===== src/rtl/spi_mm_pkg.sv =====
package spi_mm_pkg;
  typedef enum logic [1:0] {ST_IDLE, ST_LEAD, ST_BITS, ST_TRAIL} seq_e;

  // clock idle level of a mode code
  function automatic logic idle_level(input logic [1:0] m);
    return m[1];
  endfunction

  // even modes need the native leading fall hidden by the mask
  function automatic logic needs_mask(input logic [1:0] m);
    return ~m[0];
  endfunction

  // modes 1 and 2 are inverted images of 3 and 0
  function automatic logic needs_invert(input logic [1:0] m);
    return m[1] ^ m[0];
  endfunction
endpackage


===== src/rtl/spi_mm_divider.sv =====
module spi_mm_divider #(
  parameter int HALF_DIV = 2
) (
  input  logic clk,
  input  logic rst_n,
  input  logic run,
  output logic tick
);
  localparam int CW = (HALF_DIV > 1) ? $clog2(HALF_DIV) : 1;
  localparam logic [CW-1:0] TOP = CW'(HALF_DIV - 1);

  logic [CW-1:0] cnt_q;

  assign tick = run && (cnt_q == TOP);

  always_ff @(posedge clk or negedge rst_n) begin
    if (!rst_n)        cnt_q <= '0;
    else if (!run)     cnt_q <= '0;
    else if (tick)     cnt_q <= '0;
    else               cnt_q <= cnt_q + 1'b1;
  end
endmodule


===== src/rtl/spi_mm_clkmask.sv =====
module spi_mm_clkmask (
  input  logic clk,
  input  logic rst_n,
  input  logic nclk_nx,
  input  logic mask_req_nx,
  input  logic inv_nx,
  output logic sclk,
  output logic nclk_q,
  output logic mask_q
);
  logic mask_d;
  logic bus_d;

  // the mask sets at once but clears only once the native clock is high
  assign mask_d = mask_req_nx | (mask_q & ~nclk_nx);
  assign bus_d  = (nclk_nx & ~mask_d) ^ inv_nx;

  always_ff @(posedge clk or negedge rst_n) begin
    if (!rst_n) begin
      nclk_q <= 1'b1;
      mask_q <= 1'b0;
      sclk   <= 1'b1;
    end else begin
      nclk_q <= nclk_nx;
      mask_q <= mask_d;
      sclk   <= bus_d;
    end
  end
endmodule


===== src/rtl/spi_mm_shifter.sv =====
module spi_mm_shifter #(
  parameter int W = 8
) (
  input  logic         clk,
  input  logic         rst_n,
  input  logic         load,
  input  logic [W-1:0] load_val,
  input  logic         shift_out,
  input  logic         sample,
  input  logic         capture,
  input  logic         miso,
  output logic         mosi,
  output logic [W-1:0] rx_word
);
  logic [W-1:0] tx_q;
  logic [W-1:0] rx_q;

  always_ff @(posedge clk or negedge rst_n) begin
    if (!rst_n) begin
      tx_q    <= '0;
      rx_q    <= '0;
      mosi    <= 1'b0;
      rx_word <= '0;
    end else begin
      if (load)           tx_q <= load_val;
      else if (shift_out) begin
        mosi <= tx_q[W-1];
        tx_q <= {tx_q[W-2:0], 1'b0};
      end
      if (sample)  rx_q    <= {rx_q[W-2:0], miso};
      if (capture) rx_word <= rx_q;
    end
  end
endmodule


===== src/rtl/spi_mode_master.sv =====
module spi_mode_master
  import spi_mm_pkg::*;
#(
  parameter int DATA_W   = 8,
  parameter int HALF_DIV = 2
) (
  input  logic              clk,
  input  logic              rst_n,
  input  logic              start,
  input  logic [1:0]        mode,
  input  logic [DATA_W-1:0] tx_data,
  output logic [DATA_W-1:0] rx_data,
  output logic              done,
  output logic              sclk,
  output logic              mosi,
  input  logic              miso,
  output logic              sel_n
);
  localparam int EDGE_N = 2 * DATA_W;
  localparam int IDX_W  = $clog2(EDGE_N + 1);
  localparam logic [IDX_W-1:0] LAST_EDGE = IDX_W'(EDGE_N - 1);
  localparam logic [IDX_W-1:0] LEAD_END  = IDX_W'(1);
  localparam logic [IDX_W-1:0] TRAIL_END = IDX_W'(2);

  seq_e             st_q, st_nx;
  logic [IDX_W-1:0] idx_q, idx_nx;
  logic [1:0]       mode_q, mode_nx;
  logic             sel_q, sel_nx;
  logic             done_q, done_nx;
  logic             nclk_nx, mask_req_nx;
  logic             load_w, shift_w, sample_w, capture_w;

  // internal events brought out for the checker
  logic tick_w;
  logic nclk_w;
  logic mask_w;
  logic busy_w;

  assign busy_w = (st_q != ST_IDLE);

  spi_mm_divider #(.HALF_DIV(HALF_DIV)) u_div (
    .clk(clk), .rst_n(rst_n), .run(busy_w), .tick(tick_w)
  );

  always_comb begin
    st_nx     = st_q;
    idx_nx    = idx_q;
    mode_nx   = mode_q;
    sel_nx    = sel_q;
    done_nx   = 1'b0;
    nclk_nx   = nclk_w;
    load_w    = 1'b0;
    shift_w   = 1'b0;
    sample_w  = 1'b0;
    capture_w = 1'b0;
    unique case (st_q)
      ST_IDLE: if (start) begin
        st_nx   = ST_LEAD;
        idx_nx  = '0;
        sel_nx  = 1'b0;
        mode_nx = mode;
        load_w  = 1'b1;
      end
      ST_LEAD: if (tick_w) begin
        if (idx_q == LEAD_END) begin
          st_nx   = ST_BITS;
          idx_nx  = IDX_W'(1);
          nclk_nx = 1'b0;
          shift_w = 1'b1;
        end else begin
          idx_nx = idx_q + 1'b1;
        end
      end
      ST_BITS: if (tick_w) begin
        if (idx_q[0]) begin
          nclk_nx  = 1'b1;
          sample_w = 1'b1;
          if (idx_q == LAST_EDGE) begin
            st_nx  = ST_TRAIL;
            idx_nx = '0;
          end else begin
            idx_nx = idx_q + 1'b1;
          end
        end else begin
          nclk_nx = 1'b0;
          shift_w = 1'b1;
          idx_nx  = idx_q + 1'b1;
        end
      end
      ST_TRAIL: if (tick_w) begin
        if (idx_q == TRAIL_END) begin
          st_nx     = ST_IDLE;
          sel_nx    = 1'b1;
          done_nx   = 1'b1;
          capture_w = 1'b1;
        end else begin
          idx_nx = idx_q + 1'b1;
        end
      end
      default: st_nx = ST_IDLE;
    endcase
    // mask held everywhere except during the bits and the first trail slot
    mask_req_nx = needs_mask(mode_nx) &&
                  !((st_nx == ST_BITS) || ((st_nx == ST_TRAIL) && (idx_nx == '0)));
  end

  always_ff @(posedge clk or negedge rst_n) begin
    if (!rst_n) begin
      st_q   <= ST_IDLE;
      idx_q  <= '0;
      mode_q <= 2'd3;
      sel_q  <= 1'b1;
      done_q <= 1'b0;
    end else begin
      st_q   <= st_nx;
      idx_q  <= idx_nx;
      mode_q <= mode_nx;
      sel_q  <= sel_nx;
      done_q <= done_nx;
    end
  end

  spi_mm_clkmask u_mask (
    .clk(clk), .rst_n(rst_n),
    .nclk_nx(nclk_nx), .mask_req_nx(mask_req_nx), .inv_nx(needs_invert(mode_nx)),
    .sclk(sclk), .nclk_q(nclk_w), .mask_q(mask_w)
  );

  spi_mm_shifter #(.W(DATA_W)) u_shift (
    .clk(clk), .rst_n(rst_n),
    .load(load_w), .load_val(tx_data), .shift_out(shift_w),
    .sample(sample_w), .capture(capture_w), .miso(miso),
    .mosi(mosi), .rx_word(rx_data)
  );

  assign sel_n = sel_q;
  assign done  = done_q;
endmodule


===== config.mk =====
export PLATFORM = sky130hd
export DESIGN_NAME = spi_mode_master
export DESIGN_NICKNAME = d
export VERILOG_FILES = /design/src/rtl/spi_mm_pkg.sv /design/src/rtl/spi_mm_divider.sv /design/src/rtl/spi_mm_clkmask.sv /design/src/rtl/spi_mm_shifter.sv /design/src/rtl/spi_mode_master.sv
export SDC_FILE = /design/constraint.sdc
export NUM_CORES = 1
export LEC_CHECK = 0
export CELL_PAD_IN_SITES_DETAIL_PLACEMENT = 2
export CELL_PAD_IN_SITES_GLOBAL_PLACEMENT = 2
export CORE_MARGIN = 4
export CORE_UTILIZATION = 40
export DETAILED_ROUTE_END_ITERATION = 7
export DONT_BUFFER_PORTS = 1
export PLACE_DENSITY = 0.81
export SYNTH_ARGS = -nofsm -noshare
export SYNTH_HDL_FRONTEND = slang
export SYNTH_SLANG_ARGS = --single-unit

===== constraint.sdc =====
create_clock -name clk -period 2.9 [get_ports clk]
set_clock_uncertainty 0.15 [all_clocks]
set_input_delay 0.145 -clock clk [delete_from_list [all_inputs] [get_ports clk]]
set_output_delay 0.145 -clock clk [all_outputs]
set_load 0.05 [all_outputs]

* Yosys cells after proc, flatten, opt, wreduce, memory -nomap -nowiden
Cells that the tools add are included.
Storage, ports and cells: register bits 40, bits of input ports 14, output and inout bits 12, logic and storage cells 92
Cells by class: add/subtract/negate cells 2, eq/ne operators 11, multiplexer cells 45, bitwise gates (word level) 9, reduce and logical (&&, ||, !) cells 12
Operators by type and width (number):
- $mux W5 | 8
- $mux W1 | 20
- $mux W2 | 10
- $pmux W5 S4 | 1
- $mux W8 | 2
- $eq A2 B2 Y1 const B | 4
- $pmux W2 S4 | 1
- $ne A2 B2 Y1 const B | 3
- $pmux W1 S2 | 3
- $reduce_bool A2 Y1 | 3
- $add A5 B1 Y5 const B | 1
- $eq A5 B1 Y1 const B | 1
- $eq A5 B2 Y1 const B | 1
- $eq A5 B4 Y1 const B | 1
- $logic_not A5 Y1 | 1
- $not A1 Y1 | 4
- $reduce_and A4 Y1 | 1
- $logic_and A1 B1 Y1 | 3
- $and A1 B1 Y1 | 2
- $eq A2 B1 Y1 const B | 1
- $logic_not A2 Y1 | 1
- $reduce_and A2 Y1 | 1
- $xor A1 B1 Y1 | 2
- $add A1 B1 Y1 const B | 1
- other kinds (3) | 3

* Depth between registers and ports, before layout
word-level depth 14, mapped depth 11, mapped depth without buffers 11

* By module
A second synthesis with hierarchy kept.
Second synthesis, totals: cell total of the unflattened synthesis 198, area total of the unflattened synthesis 2155.8 um2
Modules (own cells, without submodules):
- spi_mm_shifter | instances 1, cells an instance 71, area an instance 1009.7 um2, sequential area each 625.6 um2
- spi_mode_master | instances 1, cells an instance 117, area an instance 985.9 um2, sequential area each 279.0 um2
- spi_mm_clkmask | instances 1, cells an instance 7, area an instance 118.9 um2, sequential area each 77.6 um2
- spi_mm_divider | instances 1, cells an instance 3, area an instance 41.3 um2, sequential area each 25.0 um2

* Worst setup path after synthesis
No wires, ideal clock.
kind register -> register, start register idx_q[0], end register u_mask.sclk, library setup time 0.082 ns, arrival time 2.460 ns, data required time 2.668 ns, path slack 0.207 ns, stages on the path, launching flop included 12, path buffers 2, period minus slack after synthesis 2.693 ns, cell sequence dfrtp_1 clkbuf_1 inv_1 ha_1 or4b_1 buf_2 a222oi_1 o22ai_1 or2_0 o41ai_2 a41oi_1 xnor2_1
On the way: longest elaborated chain between the ends 14, elaborated cells between the ends (all ways) 39, classes of those cells add/sub (1); eq/ne (5); mux (22); bitwise (6); reduce/logical (5)
Ends and longest elaborated chain:
- start, declared | RTL line spi_mode_master.sv:26 | logic [IDX_W-1:0] idx_q, idx_nx;
- start signal, assigned | RTL line spi_mode_master.sv:116 | idx_q <= idx_nx;
- $add A5 B1 Y5 / $eq A5 B4 Y1 (equally long branches)
- $mux W5 | RTL line spi_mode_master.sv:78 | if (idx_q == LAST_EDGE) begin
- $mux W5 | RTL line spi_mode_master.sv:75 | if (idx_q[0]) begin
- $mux W5 | RTL line spi_mode_master.sv:74 | ST_BITS: if (tick_w) begin
- $pmux W5 S4 (*) | RTL line spi_mode_master.sv:56 | unique case (st_q)
- named net idx_nx[2] | RTL line spi_mode_master.sv:26
- $logic_not A5 Y1 (*) | RTL line spi_mode_master.sv:104 | !((st_nx == ST_BITS) || ((st_nx == ST_TRAIL) && (idx_nx == '0)));
- $logic_and A1 B1 Y1 (*) | RTL line spi_mode_master.sv:104
- $logic_or A1 B1 Y1 (*) | RTL line spi_mode_master.sv:104
- $logic_not A1 Y1 (*) | RTL line spi_mode_master.sv:104
- $logic_and A1 B1 Y1 (*) | RTL line spi_mode_master.sv:103 | mask_req_nx = needs_mask(mode_nx) &&
- $or A1 B1 Y1 (*) | RTL line spi_mm_clkmask.sv:15 | assign mask_d = mask_req_nx | (mask_q & ~nclk_nx);
- $not A1 Y1 (*) | RTL line spi_mm_clkmask.sv:16 | assign bus_d = (nclk_nx & ~mask_d) ^ inv_nx;
- $and A1 B1 Y1 (*) | RTL line spi_mm_clkmask.sv:16
- $xor A1 B1 Y1 (*) | RTL line spi_mm_clkmask.sv:16
- named net u_mask.bus_d | RTL line spi_mm_clkmask.sv:12 | logic bus_d;
- end signal, assigned | RTL line spi_mm_clkmask.sv:26 | sclk <= bus_d;
- end, declared | RTL line spi_mm_clkmask.sv:7 | output logic sclk,
The timed path passes the listed nets; every way through them passes the cells marked *. A chain may end at the register's enable or synchronous reset.

* Worst setup path after layout
Same ends and word-level chain as after synthesis.

==> impl_results.rst <==
.. list-table::
   :header-rows: 1

   * - Metric
     - Value
   * - Outcome
     - finished, violations left
   * - Violated checks
     - negative setup slack
   * - Worst Setup End Kind
     - flip-flop
   * - Count of pins on the block boundary
     - 26
   * - Post-Syn Nets
     - roughly 220
   * - Core region area
     - 4850 um^2
   * - Number of flip-flops and latches in the synthesized netlist
     - 39
   * - Worst EP arrival
     - around 3.1 ns
   * - Reported max-cap violation count
     - 0
   * - Cell type with the largest total area after synthesis
     - dfrtp_1
   * - Ordered list of cells on the worst path
     - buf_6 > ha_4 > or4b_4 > a222oi_1 > o22ai_1 > or2_1 > o41ai_2 > a41oi_2 > xnor2_1
   * - Cells after synthesis
     - 199
   * - Area share of the largest cell type after synthesis
     - 0.415
   * - Average wire per standard cell
     - 27.4 um
   * - Post-route cell area
     - 2520 um^2
   * - Fin crit period
     - 2.98 ns
   * - Floorplan die width
     - approximately 80 um
   * - Die footprint
     - 6340 um^2
   * - Number of H-tree levels
     - 2
   * - Average cell area after synthesis
     - 10.3 um^2
   * - Cells taking the most area after synthesis
     - dfrtp_1 (41%), mux2_2 (9.3%), dfstp_2 (6.4%), ha_1 (6.1%), nand2_1 (5.3%)
   * - Total power density per cell area
     - 1030 nW/um^2
   * - Most used routing layer
     - met2
   * - Part of the Yosys area used for sequential elements
     - 0.479
   * - Hold_ws
     - 0.0849 ns
   * - Initial antenna violation count
     - 0
   * - Top achievable clock speed
     - 335 MHz
   * - Total half-perimeter wirelength after legalization and detailed placement
     - 4030 um
   * - Sum of routed wire length over all layers
     - 8000 um
   * - Async set-reset flop share out of synthesis
     - 1.00
   * - Period utilisation layout
     - 1.03
   * - Final setup fails
     - 1
   * - Worst voltage drop across the vdd grid
     - 428 uV
   * - Cell variety after synth
     - 46
   * - Post-synthesis cell area
     - 2050 um^2
   * - Utilization after layout
     - 0.520
   * - # fillers
     - between 400 and 500
   * - Slowest library cell on the worst path
     - or4b_4
   * - Number of remaining DRC errors
     - 0
   * - Height of the die
     - 79.6 um
   * - Number of clock sinks
     - 39
   * - Number of buffers created by CTS
     - 5
   * - Drt initial violations
     - ~140
   * - Max clock buf depth
     - 2
   * - Final worst setup slack
     - -0.0824 ns
   * - Maximum net fanout on the critical path
     - 7
   * - Primary flip-flop cell chosen by synthesis mapping
     - dfrtp_1
   * - Final weighted congestion in routability-driven placement
     - 0.876
   * - Final Total Pwr
     - about 2.6 mW
   * - Met2 Resource Use GR
     - 0.391
   * - Area delta synth->final
     - 22.9%
   * - Hold/Removal Path Class
     - in2reg
   * - Initial standard-cell utilization of the core
     - 0.423
   * - Met1 Resource Use GR
     - 0.270
   * - Met3 Track Usage GR
     - 0.0463
   * - Count of TritonRoute iterations in the first routing pass
     - 4
   * - Clk slew on worst S/H paths
     - approximately 0.090 ns
   * - Fraction of layout instances using a drive strength above 1
     - 0.276
   * - Count of input and output buffers
     - 0
   * - Root Buffer Master
     - clkbuf_8
   * - Largest net degree at the start of global routing
     - 40
   * - Floorplan row count
     - 25
   * - Net count reported at finish
     - 248
   * - Clock latency on the worst-skew pair
     - 0.30 ns
   * - Residual overflow from global routing
     - 0
   * - Final total negative setup slack
     - -0.0824 ns
   * - Synth warnings
     - 0
   * - Post-detailed-route count of antenna-violating nets
     - 0
   * - Critical Path Max Stage Delay
     - 0.54 ns
   * - Worst Tran Pin Value
     - 0.518 ns
   * - Relative slew slack
     - 0.655
   * - Hold Fails Final Rpt
     - 0
   * - EDFF count, synth
     - 0
   * - Via count
     - approximately 1800
   * - Data required time of the critical path
     - 2.98 ns
   * - Number of global-route vias before repair
     - roughly 1900
   * - Category of the critical setup timing path
     - reg2reg
   * - Placed instance area
     - ~2100 um^2
   * - Leakage
     - 1.17 nW
   * - Global-route wire length before repair
     - between 10000 and 15000 um
   * - Vias per cell
     - roughly 6
   * - Crit path launch type
     - flip-flop
   * - Final Max Slew Viols
     - 0
   * - Clock tree from TritonCTS
     - done
   * - Count of antenna diodes in the layout
     - 0
   * - Overall routing resource usage
     - 0.223
==> per-stage QoR <==
stage	instances	worst slack [ns]
6_report	292	-0.0824
5_1_grt	292	-0.224
4_1_cts	283	0.00880
3_5_place_dp	261	0.0166
3_3_place_gp	261	0.0777
2_1_floorplan	199	0.207
==> power by group <==
part / leakage (nW) / internal [mW] / switching [mW]
Sequential: 0.501 / 0.702 / 0.187
Clock: 0.0484 / 0.195 / 0.211
Combinational: 0.618 / 0.493 / 0.810
==> cells in the mapped netlist (2+ instances only) <==
master	number
mux2_2	17
buf_2	2
a21o_1	2
ha_1	10
dfstp_2	5
clkbuf_1	7
o21ai_0	11
nand2_1	29
o21ai_1	2
a31oi_1	2
o22ai_1	2
o2111ai_1	2
and2_1	3
a311oi_1	2
inv_1	13
nor2_1	8
a21oi_1	7
buf_6	2
dfrtp_1	34
nand3_1	3
a22oi_1	8
nand2b_1	4
==> final timing paths <==
path,from,end,slack (ns),cells past startpoint
worst max-delay path,idx_q[0],u_mask.sclk,-0.08,9
worst min-delay path,start,sel_n,0.08,3
worst max register to register,idx_q[0],u_mask.sclk,-0.08,9
worst min register to register,u_shift.tx_q[5],u_shift.tx_q[5],0.37,2
max in group asynchronous,rst_n,sel_n,2.18,2
min in group asynchronous,rst_n,idx_q[0],0.14,2
==> final cells by class <==
| type | count | area, um^2 | area share |
|---|---|---|---|
| clock inverter | 1 | 8.76 | 0.00347 |
| clock buffer | 7 | 86.3 | 0.0342 |
| tap | 67 | 83.8 | 0.0333 |
| inverter | 13 | 48.8 | 0.0194 |
| timing repair buffer | 29 | 283 | 0.112 |
| multi-input combinational | 136 | 1030 | 0.407 |
| sequential | 39 | 985 | 0.391 |
==> repair_timing <==
action                                 CTS  global route
gates resized for setup                  1            20
setup buffers                            0             9
pin swaps                                0             7
hold buffers                            14             0
endpoints found under the hold margin   54             0
setup endpoints to repair                1             1
==> worst max-delay path: cells and delay by family (launching register included) <==
family          cells  cell delay, ns
compound gates      4            1.06
simple gates        2            0.78
flops               1            0.43
fa+ha+maj           1            0.14
xor+xnor            1            0.20
buf+inv             1            0.14
==> cell families after synthesis <==
| group | count (synthesis) | share of synthesized area |
|---|---|---|
| simple gates | 58 | 0.139 |
| fa+ha+maj | 10 | 0.0610 |
| xor+xnor | 1 | 0.00427 |
| compound gates | 49 | 0.166 |
| buf+inv | 24 | 0.0525 |
| flops | 39 | 0.479 |
| mux | 18 | 0.0982 |
==> layer usage <==
layer / up-vias / routed length (um)
met2: 65 / 4220
met5: - / 0
met3: 20 / 419
met1: 914 / 3170
li1: 756 / -
met4: 0 / 187
==> sequential cells by signal (all words and copies together) (netlist names), 2 cells and up <==
register and cells:
u_shift.rx_word 8, st_q 2, u_shift.rx_q 8, u_shift.tx_q 8
idx_q 5, mode_q 2
==> placed cells by master (no fill, tap or decap), drive strengths merged, types with 3 or more instances in the layout <==
cell type,count
dfstp,5
and2,3
a22oi,8
dlygate4sd3,13
nor2,8
buf,16
nand2,29
mux2,17
o21ai,13
clkbuf,7
nand2b,4
ha,10
nand3,3
dfrtp,34
a21oi,7
inv,13
(Power assumes the default switching activity.)
